<file path="config.mk">
export PLATFORM = sky130hd
export DESIGN_NAME = usbhc_regbank
export DESIGN_NICKNAME = d
export VERILOG_FILES = /design/src/rtl/usbhc_regbank_pkg.sv /design/src/rtl/usbhc_cmdsts.sv /design/src/rtl/usbhc_framereg.sv /design/src/rtl/usbhc_portreg.sv /design/src/rtl/usbhc_regbank.sv
export SDC_FILE = /design/constraint.sdc
export NUM_CORES = 1
export LEC_CHECK = 0
export ABC_CLOCK_PERIOD_IN_PS = 1350
export BUFFER_PORTS_ARGS = -buffer_cell sky130_fd_sc_hd__buf_2
export CORE_ASPECT_RATIO = 0.7
export CORE_MARGIN = 2
export CORE_UTILIZATION = 30
export CTS_BUF_LIST = sky130_fd_sc_hd__clkbuf_4 sky130_fd_sc_hd__clkbuf_8
export DETAILED_ROUTE_END_ITERATION = 8
export GPL_TIMING_DRIVEN = 1
export HOLD_SLACK_MARGIN = 0.06
export SYNTH_ARGS = -nofsm -noshare
export SYNTH_HDL_FRONTEND = slang
export SYNTH_SLANG_ARGS = --single-unit
</file>
<file path="constraint.sdc">
create_clock -name clk -period 1.35 [get_ports clk]
set_input_delay 0.2025 -clock clk [delete_from_list [all_inputs] [get_ports clk]]
set_output_delay 0.2025 -clock clk [all_outputs]
set_load 0.005 [all_outputs]
</file>
<file path="src/rtl/usbhc_regbank_pkg.sv">
`timescale 1ns/1ps
package usbhc_regbank_pkg;

  // byte offsets of the words
  localparam int OFS_CMD    = 0;
  localparam int OFS_STS    = 2;
  localparam int OFS_IEN    = 4;
  localparam int OFS_FRNUM  = 6;
  localparam int OFS_FLB_LO = 8;
  localparam int OFS_FLB_HI = 10;
  localparam int OFS_SOF    = 12;
  localparam int OFS_PORT0  = 16;

  // command bits
  localparam int CB_RUN   = 0;
  localparam int CB_HCRST = 1;
  localparam int CB_GRST  = 2;
  localparam int CB_SUSP  = 3;
  localparam int CB_RSM   = 4;
  localparam int CB_DBG   = 5;
  localparam int CB_MAXP  = 7;

  // port write-side bits
  typedef struct packed {
    logic clr_csc;
    logic clr_pec;
    logic clr_occ;
    logic w_en;
    logic w_rdet;
    logic w_rst;
    logic w_susp;
  } port_wr_t;

  // sticky bit: event sets, clearing write drops, event wins
  function automatic logic w1c_next(logic cur, logic ev, logic clr);
    return ev | (cur & ~clr);
  endfunction

  // sts: 0 completion, 1 error, 2 resume, 3 system, 4 process
  // ien: 0 timeout/error, 1 resume, 2 completion
  function automatic logic irq_eval(logic [4:0] sts, logic [2:0] ien);
    return (sts[0] & ien[2]) | (sts[1] & ien[0]) | (sts[2] & ien[1])
         | sts[3] | sts[4];
  endfunction

  function automatic port_wr_t port_wr_decode(logic [15:0] d);
    port_wr_t w;
    w.clr_csc = d[1];
    w.clr_pec = d[3];
    w.clr_occ = d[11];
    w.w_en    = d[2];
    w.w_rdet  = d[6];
    w.w_rst   = d[9];
    w.w_susp  = d[12];
    return w;
  endfunction

  function automatic logic [15:0] port_pack(
    logic conn, logic csc, logic pe, logic pec, logic [1:0] line,
    logic rdet, logic ls, logic prst, logic oc, logic occ, logic susp);
    logic [15:0] v;
    v        = '0;
    v[0]     = conn;
    v[1]     = csc;
    v[2]     = pe;
    v[3]     = pec;
    v[5:4]   = line;
    v[6]     = rdet;
    v[7]     = 1'b1;
    v[8]     = ls;
    v[9]     = prst;
    v[10]    = oc;
    v[11]    = occ;
    v[12]    = susp;
    return v;
  endfunction

endpackage

</file>
<file path="src/rtl/usbhc_cmdsts.sv">
`timescale 1ns/1ps
module usbhc_cmdsts
  import usbhc_regbank_pkg::*;
(
  input  logic       clk,
  input  logic       rst_n,
  input  logic       soft_clr,
  input  logic       wr_cmd,
  input  logic       wr_sts,
  input  logic       wr_ien,
  input  logic [7:0] cmd_wd,
  input  logic [4:0] sts_wd,
  input  logic [3:0] ien_wd,
  input  logic [4:0] sts_ev,
  input  logic       frame_end,
  output logic [7:0] cmd_q,
  output logic [5:0] sts_q,
  output logic [3:0] ien_q,
  output logic       irq
);

  logic [4:0] sts_lo;
  logic       halt_q;

  always_ff @(posedge clk or negedge rst_n) begin
    if (!rst_n) begin
      cmd_q <= '0;
      ien_q <= '0;
    end else if (soft_clr) begin
      cmd_q <= '0;
      ien_q <= '0;
    end else begin
      if (wr_cmd) cmd_q <= cmd_wd;
      if (wr_ien) ien_q <= ien_wd;
    end
  end

  always_ff @(posedge clk or negedge rst_n) begin
    if (!rst_n) begin
      sts_lo <= '0;
    end else if (soft_clr) begin
      sts_lo <= '0;
    end else begin
      for (int i = 0; i < 5; i++)
        sts_lo[i] <= w1c_next(sts_lo[i], sts_ev[i], wr_sts & sts_wd[i]);
    end
  end

  always_ff @(posedge clk or negedge rst_n) begin
    if (!rst_n)                          halt_q <= 1'b1;
    else if (soft_clr)                   halt_q <= 1'b1;
    else if (wr_cmd && cmd_wd[CB_RUN])   halt_q <= 1'b0;
    else if (!cmd_q[CB_RUN] && frame_end) halt_q <= 1'b1;
  end

  assign sts_q = {halt_q, sts_lo};
  assign irq   = irq_eval(sts_lo, ien_q[2:0]);

endmodule

</file>
<file path="src/rtl/usbhc_framereg.sv">
`timescale 1ns/1ps
module usbhc_framereg #(
  parameter int FRNUM_W = 11,
  parameter int SOF_W   = 7,
  parameter int SOF_RST = 64
) (
  input  logic               clk,
  input  logic               rst_n,
  input  logic               soft_clr,
  input  logic               run,
  input  logic               frame_end,
  input  logic               wr_frnum,
  input  logic               wr_flb_lo,
  input  logic               wr_flb_hi,
  input  logic               wr_sof,
  input  logic [15:0]        wd,
  output logic [FRNUM_W-1:0] frnum_q,
  output logic [31:0]        flb_q,
  output logic [SOF_W-1:0]   sof_q
);

  localparam logic [SOF_W-1:0] SOF_INIT = SOF_W'(SOF_RST);

  function automatic logic [FRNUM_W-1:0] frnum_step(logic [FRNUM_W-1:0] cur);
    return cur + 1'b1;
  endfunction

  always_ff @(posedge clk or negedge rst_n) begin
    if (!rst_n) begin
      frnum_q <= '0;
      flb_q   <= '0;
      sof_q   <= SOF_INIT;
    end else if (soft_clr) begin
      frnum_q <= '0;
      flb_q   <= '0;
      sof_q   <= SOF_INIT;
    end else begin
      if (wr_frnum)              frnum_q <= wd[FRNUM_W-1:0];
      else if (run && frame_end) frnum_q <= frnum_step(frnum_q);
      if (wr_flb_lo) flb_q[15:0]  <= wd;
      if (wr_flb_hi) flb_q[31:16] <= wd;
      if (wr_sof)    sof_q <= wd[SOF_W-1:0];
    end
  end

endmodule

</file>
<file path="src/rtl/usbhc_portreg.sv">
`timescale 1ns/1ps
module usbhc_portreg
  import usbhc_regbank_pkg::*;
(
  input  logic        clk,
  input  logic        rst_n,
  input  logic        soft_clr,
  input  logic        wr,
  input  port_wr_t    wb,
  input  logic        conn,
  input  logic [1:0]  line,
  input  logic        lowspd,
  input  logic        ovc,
  input  logic        dis_ev,
  output logic [15:0] rd,
  output logic        en_o,
  output logic        rst_o,
  output logic        susp_o
);

  logic conn_q, ovc_q, csc, occ, pe, pec, rdet, prst, susp;
  logic conn_chg, ovc_chg;

  assign conn_chg = conn ^ conn_q;
  assign ovc_chg  = ovc ^ ovc_q;

  always_ff @(posedge clk or negedge rst_n) begin
    if (!rst_n) begin
      {conn_q, ovc_q, csc, occ, pe, pec, rdet, prst, susp} <= '0;
    end else if (soft_clr) begin
      {conn_q, ovc_q, csc, occ, pe, pec, rdet, prst, susp} <= '0;
    end else begin
      conn_q <= conn;
      ovc_q  <= ovc;
      csc    <= w1c_next(csc, conn_chg, wr & wb.clr_csc);
      occ    <= w1c_next(occ, ovc_chg, wr & wb.clr_occ);
      pec    <= w1c_next(pec, dis_ev, wr & wb.clr_pec);
      if (dis_ev)  pe <= 1'b0;
      else if (wr) pe <= wb.w_en;
      if (wr) begin
        rdet <= wb.w_rdet;
        prst <= wb.w_rst;
        susp <= wb.w_susp;
      end
    end
  end

  assign rd     = port_pack(conn_q, csc, pe, pec, line, rdet, lowspd,
                            prst, ovc_q, occ, susp);
  assign en_o   = pe;
  assign rst_o  = prst;
  assign susp_o = susp;

endmodule

</file>
<file path="src/rtl/usbhc_regbank.sv">
`timescale 1ns/1ps
module usbhc_regbank
  import usbhc_regbank_pkg::*;
#(
  parameter int ADDR_W  = 5,
  parameter int NPORTS  = 2,
  parameter int FRNUM_W = 11,
  parameter int SOF_W   = 7,
  parameter int SOF_RST = 64
) (
  input  logic                  clk,
  input  logic                  rst_n,
  input  logic [ADDR_W-1:0]     bus_addr,
  input  logic                  bus_wr,
  input  logic [15:0]           bus_wdata,
  output logic [15:0]           bus_rdata,
  input  logic                  ev_ioc,
  input  logic                  ev_err,
  input  logic                  ev_resume,
  input  logic                  ev_hse,
  input  logic                  ev_perr,
  input  logic                  frame_end,
  input  logic [NPORTS-1:0]     port_conn,
  input  logic [2*NPORTS-1:0]   port_line,
  input  logic [NPORTS-1:0]     port_lowspd,
  input  logic [NPORTS-1:0]     port_ovc,
  input  logic [NPORTS-1:0]     port_dis,
  output logic                  irq,
  output logic                  run,
  output logic                  glb_reset,
  output logic                  glb_susp,
  output logic                  glb_resume,
  output logic                  sw_debug,
  output logic                  maxp_64,
  output logic [FRNUM_W-1:0]    frame_num,
  output logic [31:0]           flist_base,
  output logic [SOF_W-1:0]      sof_trim,
  output logic [NPORTS-1:0]     port_en_o,
  output logic [NPORTS-1:0]     port_rst_o,
  output logic [NPORTS-1:0]     port_susp_o
);

  localparam int WA_W = ADDR_W - 1;

  // named internal events, also used by the checker
  logic [WA_W-1:0] wsel;
  logic            even;
  logic            wr_cmd, wr_sts, wr_ien, wr_frnum, wr_flb_lo, wr_flb_hi, wr_sof;
  logic            hc_soft_clr;
  logic [4:0]      sts_ev;
  logic [7:0]      cmd_q;
  logic [5:0]      sts_bits;
  logic [3:0]      ien_q;
  port_wr_t        pw;
  logic [15:0]     port_rd [NPORTS];

  assign wsel      = bus_addr[ADDR_W-1:1];
  assign even      = ~bus_addr[0];
  assign wr_cmd    = bus_wr & even & (wsel == WA_W'(OFS_CMD / 2));
  assign wr_sts    = bus_wr & even & (wsel == WA_W'(OFS_STS / 2));
  assign wr_ien    = bus_wr & even & (wsel == WA_W'(OFS_IEN / 2));
  assign wr_frnum  = bus_wr & even & (wsel == WA_W'(OFS_FRNUM / 2));
  assign wr_flb_lo = bus_wr & even & (wsel == WA_W'(OFS_FLB_LO / 2));
  assign wr_flb_hi = bus_wr & even & (wsel == WA_W'(OFS_FLB_HI / 2));
  assign wr_sof    = bus_wr & even & (wsel == WA_W'(OFS_SOF / 2));
  assign sts_ev    = {ev_perr, ev_hse, ev_resume, ev_err, ev_ioc};
  assign pw        = port_wr_decode(bus_wdata);
  assign hc_soft_clr = cmd_q[CB_HCRST];

  usbhc_cmdsts u_cmdsts (
    .clk       (clk),
    .rst_n     (rst_n),
    .soft_clr  (hc_soft_clr),
    .wr_cmd    (wr_cmd),
    .wr_sts    (wr_sts),
    .wr_ien    (wr_ien),
    .cmd_wd    (bus_wdata[7:0]),
    .sts_wd    (bus_wdata[4:0]),
    .ien_wd    (bus_wdata[3:0]),
    .sts_ev    (sts_ev),
    .frame_end (frame_end),
    .cmd_q     (cmd_q),
    .sts_q     (sts_bits),
    .ien_q     (ien_q),
    .irq       (irq)
  );

  usbhc_framereg #(
    .FRNUM_W (FRNUM_W),
    .SOF_W   (SOF_W),
    .SOF_RST (SOF_RST)
  ) u_frame (
    .clk       (clk),
    .rst_n     (rst_n),
    .soft_clr  (hc_soft_clr),
    .run       (cmd_q[CB_RUN]),
    .frame_end (frame_end),
    .wr_frnum  (wr_frnum),
    .wr_flb_lo (wr_flb_lo),
    .wr_flb_hi (wr_flb_hi),
    .wr_sof    (wr_sof),
    .wd        (bus_wdata),
    .frnum_q   (frame_num),
    .flb_q     (flist_base),
    .sof_q     (sof_trim)
  );

  for (genvar p = 0; p < NPORTS; p++) begin : g_port
    logic wr_p;
    assign wr_p = bus_wr & even & (wsel == WA_W'(OFS_PORT0 / 2 + p));
    usbhc_portreg u_port (
      .clk      (clk),
      .rst_n    (rst_n),
      .soft_clr (hc_soft_clr),
      .wr       (wr_p),
      .wb       (pw),
      .conn     (port_conn[p]),
      .line     (port_line[2*p +: 2]),
      .lowspd   (port_lowspd[p]),
      .ovc      (port_ovc[p]),
      .dis_ev   (port_dis[p]),
      .rd       (port_rd[p]),
      .en_o     (port_en_o[p]),
      .rst_o    (port_rst_o[p]),
      .susp_o   (port_susp_o[p])
    );
  end

  always_comb begin
    bus_rdata = '0;
    if (even) begin
      case (wsel)
        WA_W'(OFS_CMD / 2):    bus_rdata = {8'h00, cmd_q};
        WA_W'(OFS_STS / 2):    bus_rdata = {10'h000, sts_bits};
        WA_W'(OFS_IEN / 2):    bus_rdata = {12'h000, ien_q};
        WA_W'(OFS_FRNUM / 2):  bus_rdata = {{(16-FRNUM_W){1'b0}}, frame_num};
        WA_W'(OFS_FLB_LO / 2): bus_rdata = flist_base[15:0];
        WA_W'(OFS_FLB_HI / 2): bus_rdata = flist_base[31:16];
        WA_W'(OFS_SOF / 2):    bus_rdata = {{(16-SOF_W){1'b0}}, sof_trim};
        default:               bus_rdata = '0;
      endcase
      for (int i = 0; i < NPORTS; i++)
        if (wsel == WA_W'(OFS_PORT0 / 2 + i)) bus_rdata = port_rd[i];
    end
  end

  assign run        = cmd_q[CB_RUN];
  assign glb_reset  = cmd_q[CB_GRST];
  assign glb_susp   = cmd_q[CB_SUSP];
  assign glb_resume = cmd_q[CB_RSM];
  assign sw_debug   = cmd_q[CB_DBG];
  assign maxp_64    = cmd_q[CB_MAXP];

endmodule

</file>
# After elaboration in Yosys (flattened, before gate mapping)
# Cells that the tools add are included.
# W data, S select, Z words.
[classes]
add_sub_neg = 1
eq_ne = 8
mux = 48
bitwise_logic = 66
n_reduce_logical = 16
[ops]
columns = ["operator", "n"]
rows = [
  ["$pmux W16 S7", 1],
  ["$mux W16", 5],
  ["$and A1 B1 Y1", 35],
  ["$mux W11", 3],
  ["$mux W32", 1],
  ["$mux W1", 31],
  ["$mux W8", 2],
  ["$or A1 B1 Y1", 15],
  ["$mux W7", 2],
  ["$reduce_bool A2 Y1", 7],
  ["$eq A4 B3 Y1 const B", 3],
  ["$not A1 Y1", 12],
  ["$reduce_bool A3 Y1", 4],
  ["$add A11 B1 Y11 const B", 1],
  ["$eq A4 B2 Y1 const B", 2],
  ["$eq A4 B4 Y1 const B", 2],
  ["$mux W4", 2],
  ["$mux W5", 1],
  ["$eq A4 B1 Y1 const B", 1],
  ["$logic_not A4 Y1", 1],
  ["$xor A1 B1 Y1", 4],
  ["$logic_and A1 B1 Y1", 3],
  ["$logic_not A1 Y1", 1],
]
[totals]
reg_bits = 86
in_bits = 42
output_inout_bits = 79
wordCells = 166

# Logic depth before layout (Yosys ltp)
# Gate-level depths: netlist of run 1.
[depth]
ltp_word = 8
depth_mapped = 8
depth_no_buf = 5

# Cells and area by module
# A second synthesis of run 1 with hierarchy kept.
[hier_totals]
cells_unflattened = 528
area_unflattened_um2 = 5211.2
[modules_own_cells]
columns = ["mod", "n_inst", "cells_per_inst", "area_per_inst_um2", "seq_area_each_um2"]
rows = [
  ["usbhc_framereg", 1, 204, 2253.4, 1252.5],
  ["usbhc_regbank", 1, 161, 1123.6, 0.0],
  ["usbhc_portreg", 2, 47, 515.5, 225.2],
  ["usbhc_cmdsts", 1, 69, 803.3, 451.7],
]

# Least setup slack after synthesis of run 1
# No wires, ideal clock.
[synth_timing]
path_type = "register to register"
from = "register u_frame.frnum_q[0]"
to = "register u_frame.frnum_q[10]"
setup_time_ns = 0.087
arrival_time_ns = 1.327
t_required_ns = 1.263
path_slack_ns = -0.064
stages_incl_launch_ff = 7
path_buffers = 1
synth_period_minus_slack_ns = 1.414
path_cell_list = "dfrtp_1 > ha_1 > and3_1 > clkbuf_1 > nand4_1 > xor2_1 > a211oi_2"
[synth_via]
elab_chain_cells = 4
[synth_lines]
columns = ["item", "line_no", "text"]
rows = [
  ["start: declaration", "usbhc_framereg.sv:17", "output logic [FRNUM_W-1:0] frnum_q,"],
  ["start signal: assignment", "usbhc_framereg.sv:38", "if (wr_frnum) frnum_q <= wd[FRNUM_W-1:0];"],
  ["start signal: assignment", "usbhc_framereg.sv:39", "else if (run && frame_end) frnum_q <= frnum_step(frnum_q);"],
  ["$add A11 B1 Y11", "usbhc_framereg.sv:25", "return cur + 1'b1;"],
  ["$mux W11", "usbhc_framereg.sv:39", ""],
  ["$mux W11", "usbhc_framereg.sv:38", ""],
  ["$mux W11", "usbhc_framereg.sv:33", "end else if (soft_clr) begin"],
]
# Every way passes these cells. The select of a mux whose other input is x is not followed.
# A chain may end at the register's enable or synchronous reset.

# Worst setup path after layout of run 1
[layout_timing]
from = "register u_frame.flb_q[18]"
to = "output port bus_rdata[2]"
[layout_via]
elab_chain_cells = 4
[layout_lines]
columns = ["item", "line_no", "text"]
rows = [
  ["start: declaration", "usbhc_framereg.sv:18", "output logic [31:0] flb_q,"],
  ["start signal: assignment", "usbhc_framereg.sv:41", "if (wr_flb_hi) flb_q[31:16] <= wd;"],
  ["$pmux W16 S7", "usbhc_regbank.sv:132", "case (wsel)"],
  ["$mux W16 (2 in series)", "usbhc_regbank.sv:143", "if (wsel == WA_W'(OFS_PORT0 / 2 + i)) bus_rdata = port_rd[i];"],
  ["$mux W16", "usbhc_regbank.sv:131", "if (even) begin"],
  ["end: declaration", "usbhc_regbank.sv:16", "output logic [15:0] bus_rdata,"],
]
# Every way passes these cells.

==> qor.csv, run 1 <==
metric,value,unit
rows,38,
worstPathRequired,1.15,ns
worst-path-max-fanout,2,
status,"finished, violations left",
drv_slew,0,
synth-xor-area-share,2.536,%
synth-compound-area-share,19.77,%
dp.final_hpwl,14.00,mm
async_flop_share,100.0,%
p_per_area,1240,mW/mm²
route.detailed.drc,0,
antenna_cells,0,
reg2reg_depth,8,
seqPwrFrac,37.2,%
routed_wl,19.34,mm
cts_buffers,9,
fin_crit_sh,144.8,%
startpoint_type,flip-flop,
ir_worst_vdd,0.5797,mV
synth-edff-count,0,
yosys-top-cells-area,"dfrtp_1 (43%), nand2_1 (6.8%), a21oi_1 (6.6%)",
cp-end-kind,output port,
io_pins,121,
synth_area,0.004835,mm²
synth_cells,530,
initial_core_util,30.91,%
setup_ws,-0.6048,ns
coreArea,0.01564,mm²
yosysTopAreaCell,dfrtp_1,
ys_top_cells_by_count,"nand2_1 (88), dfrtp_1 (84), a21oi_1 (64)",
die_w,155.7,µm
overflow,0,
worst_pin_slew,0.4886,ns
min_to,u_frame.flb_q[29],
gp_congestion,0.9918,
ys_ff_latch,86,
clock_latency,0.38,ns
firstDrtPassIters,7,
swShare,33.26,%
synthDistinctLibCells,62,
syn_nets,573,
fillers,1447,
root_buffer,clkbuf_8,
synth_top_family_by_area,simple AND/OR/NAND/NOR gates,
antenna_found_initial,0,
cts_tree,done,
r2r-start,u_frame.frnum_q[4],
drive_above_1_share,48.05,%
synthMuxAreaShare,6.159,%
hold_path_startpoint,bus_wdata[13],
ant_nets,0,
yosysWarnings,0,
p_int,6203,µW
drtIter0Drc,350,
ys_seq_area_share,44.57,%
combPwrFrac,40.9,%
finalCriticalPeriod,1.955,ns
finalSetupViolCount,29,
violations,setup timing,
fp.dieArea,0.01716,mm²
nNetsFinal,806,
p_leak,0.003628,µW
yosys.area_share.simple,19.85,%
area_growth,54.99,%
place.port_buffers,120,
synth_ff_type,dfrtp_1,
synth_fa_ha_area_share,0.2588,%
hold_violations,0,
via_per_inst,5.236,
max_freq,511.6,MHz
yosysMostFrequentCell,nand2_1,
clk_pin_slew,0.09,ns
fin_worst_skew,0.01566,ns
gr-usage-all-layers,22.36,%
r2r_end,u_frame.frnum_q[10],
routedWlPerCell,19.98,µm
hp-class,input port to flip-flop,
grt_pass1_vias,4976,
grt_start_max_net_pins,61,
maxCapViolCount,0,
via_count,5068,
timing.hold.ws,0.07352,ns
grt_pass1_wl,28.65,mm
htreeDepth,3,
min_path_cells,3,
clock-sinks,86,
clockBufferDepth,2,
yosys.area.top_type_share,43.48,%
r2r_setup_slack,-0.33,ns
power.switching,3092,µW
grt_setup_unrepaired,true,
pwr-share-clk,22.0,%
cp_data_arrival_time,1.75,ns
syn_area_per_cell,9.122,µm²
critPathKind,flip-flop to output port,
die_h,110.2,µm
relSlewSlack,67.42,%
post-place-ws,-0.4339,ns
[power groups by stage]
| stage | clock network, µW | logic (µW) | registers [µW] |
|---|---|---|---|
| 2_1_floorplan | 0 | 1010 | 3470 |
| 3_3_place_gp | 0 | 2520 | 3480 |
| 3_5_place_dp | 0 | 2570 | 3490 |
| 4_1_cts | 2080 | 3180 | 3450 |
| 5_1_grt | 2190 | 4080 | 3490 |
| 6_report | 2040 | 3800 | 3460 |
[logic make-up (layout without fill, tap and decap cells)]
family / after synthesis / count (layout)
adders and majority gates: 1 / 1
buffers and inverters: 56 / 294
DFF: 86 / 86
and+or+nand+nor: 204 / 204
xor gates and xnor gates: 14 / 14
muxes: 29 / 29
AOI/OAI and AO/OA: 140 / 140
[layout by cell type, fill, tap and decap left out, types with 8 or more instances in the layout]
cell type / instances
a21oi_1: 61
nand3_1: 23
nand2_1: 84
dfrtp_1: 81
xnor2_1: 8
mux2i_1: 21
buf_6: 41
clkbuf_8: 9
dlygate4sd3_1: 8
buf_12: 9
a211oi_2: 12
buf_2: 107
nor2_1: 36
buf_4: 103
nor2_2: 9
[through the flow]
stage | util (%) | setup TNS [ns] | cells | cell area (µm²) | power, µW
after detailed placement | 40.51 | -23.47 | 910 | 6337 | 6064
after CTS | 45.82 | -5.913 | 954 | 7167 | 8713
after floorplan | - | -0.03011 | 530 | 4867 | 4479
final | 47.90 | -6.913 | 968 | 7493 | 9295
after global placement | 40.51 | -21.47 | 910 | 6337 | 6004
after global routing | 47.90 | -8.484 | 968 | 7493 | 9761
[sequential cells by signal, indices dropped and copies added, names as in the netlist]
| register | cells |
|---|---|
| g_port.u_port.en_o | 2 |
| u_cmdsts.ien_q | 4 |
| g_port.u_port.conn_q | 2 |
| u_frame.sof_q | 7 |
| g_port.u_port.susp_o | 2 |
| g_port.u_port.csc | 2 |
| g_port.u_port.ovc_q | 2 |
| g_port.u_port.rst_o | 2 |
| g_port.u_port.occ | 2 |
| u_cmdsts.sts_lo | 5 |
| u_frame.frnum_q | 11 |
| g_port.u_port.pec | 2 |
| u_frame.flb_q | 32 |
| g_port.u_port.rdet | 2 |
| u_cmdsts.halt_q | 1 |
| u_cmdsts.cmd_q | 8 |
[area by class of cell]
| type | instances | area [µm²] | share of cell area [%] |
|---|---|---|---|
| multi-input cells | 388 | 2741 | 36.58 |
| clock inverters | 6 | 86.33 | 1.152 |
| well taps | 200 | 250.2 | 3.339 |
| clock buffers | 10 | 131.4 | 1.753 |
| repair buffers | 270 | 2096 | 27.97 |
| inverters | 8 | 30.03 | 0.4007 |
| flip-flops and latches | 86 | 2158 | 28.80 |
[routing by layer]
| metal | GRT usage, % | share of wire, % | up-vias | wire length [µm] |
|---|---|---|---|---|
| li1 | - | - | 2330 | - |
| met1 | 32.55 | 46 | 2492 | 8895 |
| met2 | 33.31 | 44 | 224 | 8419 |
| met3 | 6.294 | 9.1 | 22 | 1763 |
| met4 | 4.391 | 1.4 | 0 | 264 |
| met5 | 0 | 0 | - | 0 |
[worst max path at each step]
stage,start,endpoint,cells past startpoint
global placement,bus_addr[1],bus_rdata[4],7
global route,u_frame.flb_q[18],bus_rdata[2],5
CTS,u_frame.flb_q[18],bus_rdata[2],5
detailed placement,bus_addr[1],bus_rdata[1],7
floorplan,bus_addr[0],u_frame.frnum_q[10],6
finish,u_frame.flb_q[18],bus_rdata[2],5
[critical path, stage by stage (launching register included)]
cell      delay, ns
dfrtp_1        0.39
mux2_2         0.29
a22oi_2        0.19
a211oi_1       0.11
o221a_2        0.28
buf_2          0.13
[what timing repair did]
item                                   in CTS  in global routing
pin swaps                                  33                 26
buffers inserted                           19                 19
hold buffers                                8                  0
gates cloned                                2                  0
endpoints found under the hold margin      91                  0
gates resized for setup                    72                 49
setup endpoints to repair                  26                 51
Note: power is estimated with default switching activity, not from simulation.
==> run 2, diff against run 1 <==
Settings changed: CORE_ASPECT_RATIO 0.7 to not set, CORE_UTILIZATION 30 to 35, CTS_CLUSTER_DIAMETER set to 30.
==> qor.csv, run 2 (same netlist as run 1, synthesis figures left out) <==
metric,value,unit,change
status,"finished, violations left",,unchanged
violations,setup timing,,unchanged
r2r-start,u_frame.frnum_q[0],,was u_frame.frnum_q[4]
setup_ws,-0.5900,ns,was -0.6048 ns
worstPathRequired,1.15,ns,about the same
hold_violations,0,,unchanged
fp.dieArea,0.01477,mm²,was 0.01716 mm²
die_h,121.5,µm,was 110.2 µm
critPathCapture,bus_rdata[2],,unchanged
relSlewSlack,69.64,%,was 67.42%
area_growth,52.46,%,was 54.99%
cp_slowest_stage_delay,0.41,ns,was 0.39 ns
hold_path_startpoint,port_ovc[0],,was bus_wdata[13]
max_freq,515.5,MHz,was 511.6 MHz
clock_latency,0.39,ns,was 0.38 ns
routed_wl,18.77,mm,was 19.34 mm
route.detailed.drc,0,,unchanged
drive_above_1_share,47.14,%,was 48.05%
rows,42,,was 38
die_w,121.5,µm,was 155.7 µm
cp_data_arrival_time,1.74,ns,was 1.75 ns
via_count,5102,,was 5068
fin_worst_skew,0.01239,ns,was 0.01566 ns
grt_pass1_vias,5168,,was 4976
dp.final_hpwl,13.47,mm,was 14.00 mm
p_per_area,1200,mW/mm²,was 1240 mW/mm²
setup_tns,-5.815,ns,was -6.913 ns
root_buffer,clkbuf_8,,unchanged
p_leak,0.003586,µW,was 0.003628 µW
via_per_inst,5.388,,was 5.236
cp_cell_sequence,mux2_4 > a22oi_2 > a211oi_2 > o221a_2 > buf_6,,was mux2_2 > a22oi_2 > a211oi_1 > o221a_2 > buf_2
grt_setup_unrepaired,true,,unchanged
clk_pin_slew,0.09,ns,about the same
initial_core_util,36.22,%,was 30.91%
crit_path_start,u_frame.flb_q[2],,was u_frame.flb_q[18]
drtIter0Drc,471,,was 350
clockBufferDepth,2,,unchanged
grt_start_max_net_pins,87,,was 61
finalCriticalPeriod,1.940,ns,was 1.955 ns
placed_area,0.006335,mm²,was 0.006337 mm²
nNetsFinal,808,,was 806
io_pins,121,,unchanged
coreArea,0.01335,mm²,was 0.01564 mm²
antenna_found_initial,1,,was 0
reg2reg_depth,7,,was 8
cts_tree,done,,unchanged
drv_slew,0,,unchanged
stdcell_area,0.007371,mm²,was 0.007493 mm²
fillers,1199,,was 1447
min_path_cells,2,,was 3
fin_crit_sh,143.7,%,was 144.8%
maxCapViolCount,0,,unchanged
r2r_end,u_frame.frnum_q[10],,unchanged
grt.busiest_layer,met2,,unchanged
grt_pass1_wl,28.87,mm,was 28.65 mm
r2r_setup_slack,-0.16,ns,was -0.33 ns
worst-path-max-fanout,2,,unchanged
use_met1,35.46,%,was 32.55%
met3_usage,4.260,%,was 6.294%
final-seq-area,0.002158,mm²,unchanged
gp_congestion,0.9260,,was 0.9918
ir_worst_vdd,0.5290,mV,was 0.5797 mV
reg.largest.list,"u_frame.flb_q x32, u_frame.frnum_q x11, u_cmdsts.cmd_q x8",,unchanged
cts_buffers,9,,unchanged
htreeDepth,3,,unchanged
grt_use_met2,41.54,%,was 33.31%
ant_nets,0,,unchanged
largest_register,u_frame.flb_q,,unchanged
overflow,0,,unchanged
clock-sinks,86,,unchanged
startpoint_type,flip-flop,,unchanged
largest_reg_flops,32,,unchanged
finalSetupViolCount,29,,unchanged
p_total,8846,µW,was 9295 µW
worst_pin_slew,0.4519,ns,was 0.4886 ns
final_cell_mix,"buf_2 (109), buf_4 (107), nand2_1 (84)",,"was buf_2 (107), buf_4 (103), nand2_1 (84)"
routedWlPerCell,19.82,µm,was 19.98 µm
place.port_buffers,120,,unchanged
crit_slowest_cell,dfrtp_1,,unchanged
critPathKind,flip-flop to output port,,unchanged
gr-usage-all-layers,26.13,%,was 22.36%
cp-end-kind,output port,,unchanged
firstDrtPassIters,7,,unchanged
final_common_cell,buf_2,,unchanged
multi_input_area,0.002670,mm²,was 0.002741 mm²
hp-class,input port to flip-flop,,unchanged
==> run 2: timing repair <==
| item | 4_1_cts | 5_1_grt |
|---|---|---|
| hold endpoints to repair | 69 | 0 |
| pin swaps | 29 | 14 |
| setup endpoints to repair | 28 | 38 |
| hold buffers | 12 | 0 |
| buffers inserted | 20 | 11 |
| resized for setup | 77 | 26 |
| cloned | 1 | 0 |
==> run 2: layer usage <==
layer / vias to the layer above / part of all wire (%)
li1: 2336 / -
met1: 2522 / 44
met2: 204 / 47
met3: 40 / 5.9
met4: 0 / 2.9
met5: - / 0
==> run 2: layout make-up <==
cell class	instances	share of cell area (%)
multi-input combinational	388	36.22
sequential	86	29.28
tap	176	2.988
timing repair buffer	272	28.37
clock inverter	6	0.8318
inverter	8	0.4074
clock buffer	10	1.867
antenna	1	0.03395
==> run 2: worst min-delay path by stage <==
stage / slack (ns) / to
floorplan: -0.09 / g_port[0].u_port.conn_q
global placement: 0.14 / u_frame.frnum_q[7]
detailed placement: 0.14 / u_frame.frnum_q[7]
CTS: 0.06 / g_port[1].u_port.ovc_q
global route: 0.08 / u_frame.flb_q[27]
finish: 0.07 / g_port[0].u_port.ovc_q
==> run 2: worst max-delay path, delay by kind of cell, from the launching register on <==
| family | cells | cell delay [ns] |
|---|---|---|
| mux | 1 | 0.29 |
| compound gates | 3 | 0.53 |
| buf+inv | 1 | 0.12 |
| flops | 1 | 0.41 |
==> run 2: where the power goes <==
part	switching [µW]	total, µW	internal [µW]
Clock	994	1890	899
Combinational	1510	3460	1950
Sequential	463	3490	3030
==> run 2: stage by stage <==
stage	hold slack [ns]	util [%]	cells	setup WS, ns
floorplan	-0.09309	-	530	-0.01638
global placement	0.1394	47.46	888	-0.3358
detailed placement	0.1400	47.46	888	-0.4062
CTS	0.06292	53.70	935	-0.5577
global route	0.07513	55.20	946	-0.6660
finish	0.06786	55.22	947	-0.5900
==> run 3, diff against run 2 <==
Settings changed: PLACE_DENSITY set to 0.61.
==> qor.csv, run 3 (same netlist as run 1, synthesis figures left out) <==
metric,value,unit,change
status,"finished, violations left",,unchanged
violations,setup timing,,unchanged
coreArea,0.01335,mm²,unchanged
grt_pass1_vias,4935,,was 5168
via_count,5185,,was 5102
post-place-ws,-0.4744,ns,was -0.4062 ns
hp-class,input port to flip-flop,,unchanged
place.port_buffers,120,,unchanged
final_common_cell,buf_4,,was buf_2
via_per_inst,5.446,,was 5.388
antenna_cells,0,,was 1
final_cell_mix,"buf_4 (111), buf_2 (109), nand2_1 (85)",,"was buf_2 (109), buf_4 (107), nand2_1 (84)"
grt_pass1_wl,28.00,mm,was 28.87 mm
fp.dieArea,0.01477,mm²,unchanged
finalCriticalPeriod,1.918,ns,was 1.940 ns
grt_setup_unrepaired,true,,unchanged
cp_data_arrival_time,1.72,ns,was 1.74 ns
worst-path-max-fanout,2,,unchanged
clk_pin_slew,0.09,ns,about the same
placed_area,0.006275,mm²,was 0.006335 mm²
grt_start_max_net_pins,87,,unchanged
fillers,1186,,was 1199
routedWlPerCell,20.03,µm,was 19.82 µm
worst_pin_slew,0.4122,ns,was 0.4519 ns
htreeDepth,3,,unchanged
root_buffer,clkbuf_8,,unchanged
cts_buffers,9,,unchanged
setup_ws,-0.5681,ns,was -0.5900 ns
drv_slew,0,,unchanged
dp.cells,885,,was 888
maxCapViolCount,0,,unchanged
stdcell_area,0.007456,mm²,was 0.007371 mm²
fin_worst_skew,0.01293,ns,was 0.01239 ns
clockBufferDepth,2,,unchanged
hold_violations,0,,unchanged
clock-sinks,86,,unchanged
cp-end-kind,output port,,unchanged
drtIter0Drc,364,,was 471
fin_cells,952,,was 947
route.detailed.drc,0,,unchanged
largest_register,u_frame.flb_q,,unchanged
reg.largest.list,"u_frame.flb_q x32, u_frame.frnum_q x11, u_cmdsts.cmd_q x8",,unchanged
initial_core_util,36.22,%,unchanged
firstDrtPassIters,5,,was 7
cts_tree,done,,unchanged
nNetsFinal,814,,was 808
critPathKind,flip-flop to output port,,unchanged
die_h,121.5,µm,unchanged
worstPathRequired,1.15,ns,about the same
gp_congestion,0.9388,,was 0.9260
startpoint_type,flip-flop,,unchanged
rows,42,,unchanged
die_w,121.5,µm,unchanged
max_freq,521.3,MHz,was 515.5 MHz
drive_above_1_share,47.81,%,was 47.14%
ir_worst_vdd,0.5087,mV,was 0.5290 mV
dp.final_hpwl,12.97,mm,was 13.47 mm
io_pins,121,,unchanged
overflow,0,,unchanged
fin_crit_sh,142.1,%,was 143.7%
gr-usage-all-layers,25.24,%,was 26.13%
routed_wl,19.07,mm,was 18.77 mm
ant_nets,0,,unchanged
finalSetupViolCount,28,,was 29
antenna_found_initial,0,,was 1
p_per_area,1163,mW/mm²,was 1200 mW/mm²
p_leak,0.003599,µW,was 0.003586 µW
largest_reg_flops,32,,unchanged
area_growth,54.22,%,was 52.46%
relSlewSlack,72.42,%,was 69.64%
clock_latency,0.39,ns,about the same
-- run 3: changes by cell type in the layout (fill, tap and decap cells not counted), sizes merged --
cell | previous run | this run
buf | 258 | 261
bufbuf | 1 | 0
bufinv | 1 | 0
clkbuf | 11 | 12
clkinv | 5 | 6
clkinvlp | 1 | 0
diode | 1 | 0
dlygate4sd3 | 12 | 13
nand2 | 91 | 94
-- run 3: final cells by class --
class	count	area [µm²]	area share, %
multi-input cells	391	2806	37.64
well taps	176	220.2	2.954
flip-flops and latches	86	2160	28.96
repair buffers	275	2069	27.76
inverters	8	30.03	0.4028
clock buffers	11	145.1	1.947
clock inverters	5	25.02	0.3356
-- run 3: timing repair --
item / 4_1_cts / 5_1_grt
hold buffers: 13 / 0
resized for setup: 65 / 58
pin swaps: 24 / 36
buffers inserted: 17 / 23
cloned: 4 / 0
setup endpoints to repair: 25 / 30
hold endpoints to repair: 101 / 0
-- run 3: layer usage --
| metal | part of all wire, % | up-vias | track usage (%) |
|---|---|---|---|
| li1 | - | 2350 | - |
| met4 | 3.6 | 0 | 10.42 |
| met2 | 48 | 218 | 39.40 |
| met5 | 0 | - | 0 |
| met3 | 5.5 | 47 | 4.682 |
| met1 | 43 | 2570 | 34.65 |
-- run 3: path summary, 6_finish.rpt --
path,slack (ns),end,cells after the start,start
min in group asynchronous,0.22,u_frame.sof_q[5],2,rst_n
min reg2reg,0.53,g_port[0].u_port.pec,2,g_port[0].u_port.pec
max in group asynchronous,0.62,g_port[0].u_port.occ,3,rst_n
max,-0.57,bus_rdata[2],5,u_cmdsts.sts_lo[2]
max reg2reg,-0.17,u_frame.frnum_q[10],7,u_frame.frnum_q[2]
min,0.08,g_port[0].u_port.ovc_q,2,port_ovc[0]
-- run 3: metrics by stage --
step           hold WS (ns)  utilization (%)  total power (µW)  setup TNS [ns]
3_5_place_dp        0.08642            47.01              5930          -25.18
3_3_place_gp        0.07854            47.01              5870          -22.60
5_1_grt             0.08707            55.86              9056          -7.206
6_report            0.07933            55.86              8669          -5.779
4_1_cts             0.06063            52.75              7955          -4.937
2_1_floorplan      -0.09309                -              4479        -0.03011
-- run 3: worst max-delay path, stage by stage (launching register included) --
cell,delay [ns]
dfrtp_1,0.41
mux2_4,0.28
a211oi_2,0.18
a211oi_1,0.07
o221a_2,0.27
buf_2,0.13
-- run 3: report_power, final --
part | leakage (µW) | internal (µW) | switching [µW]
sequential | 0.00106 | 3030 | 443
combinational | 0.00245 | 1920 | 1580
clock | 0.0000961 | 724 | 975
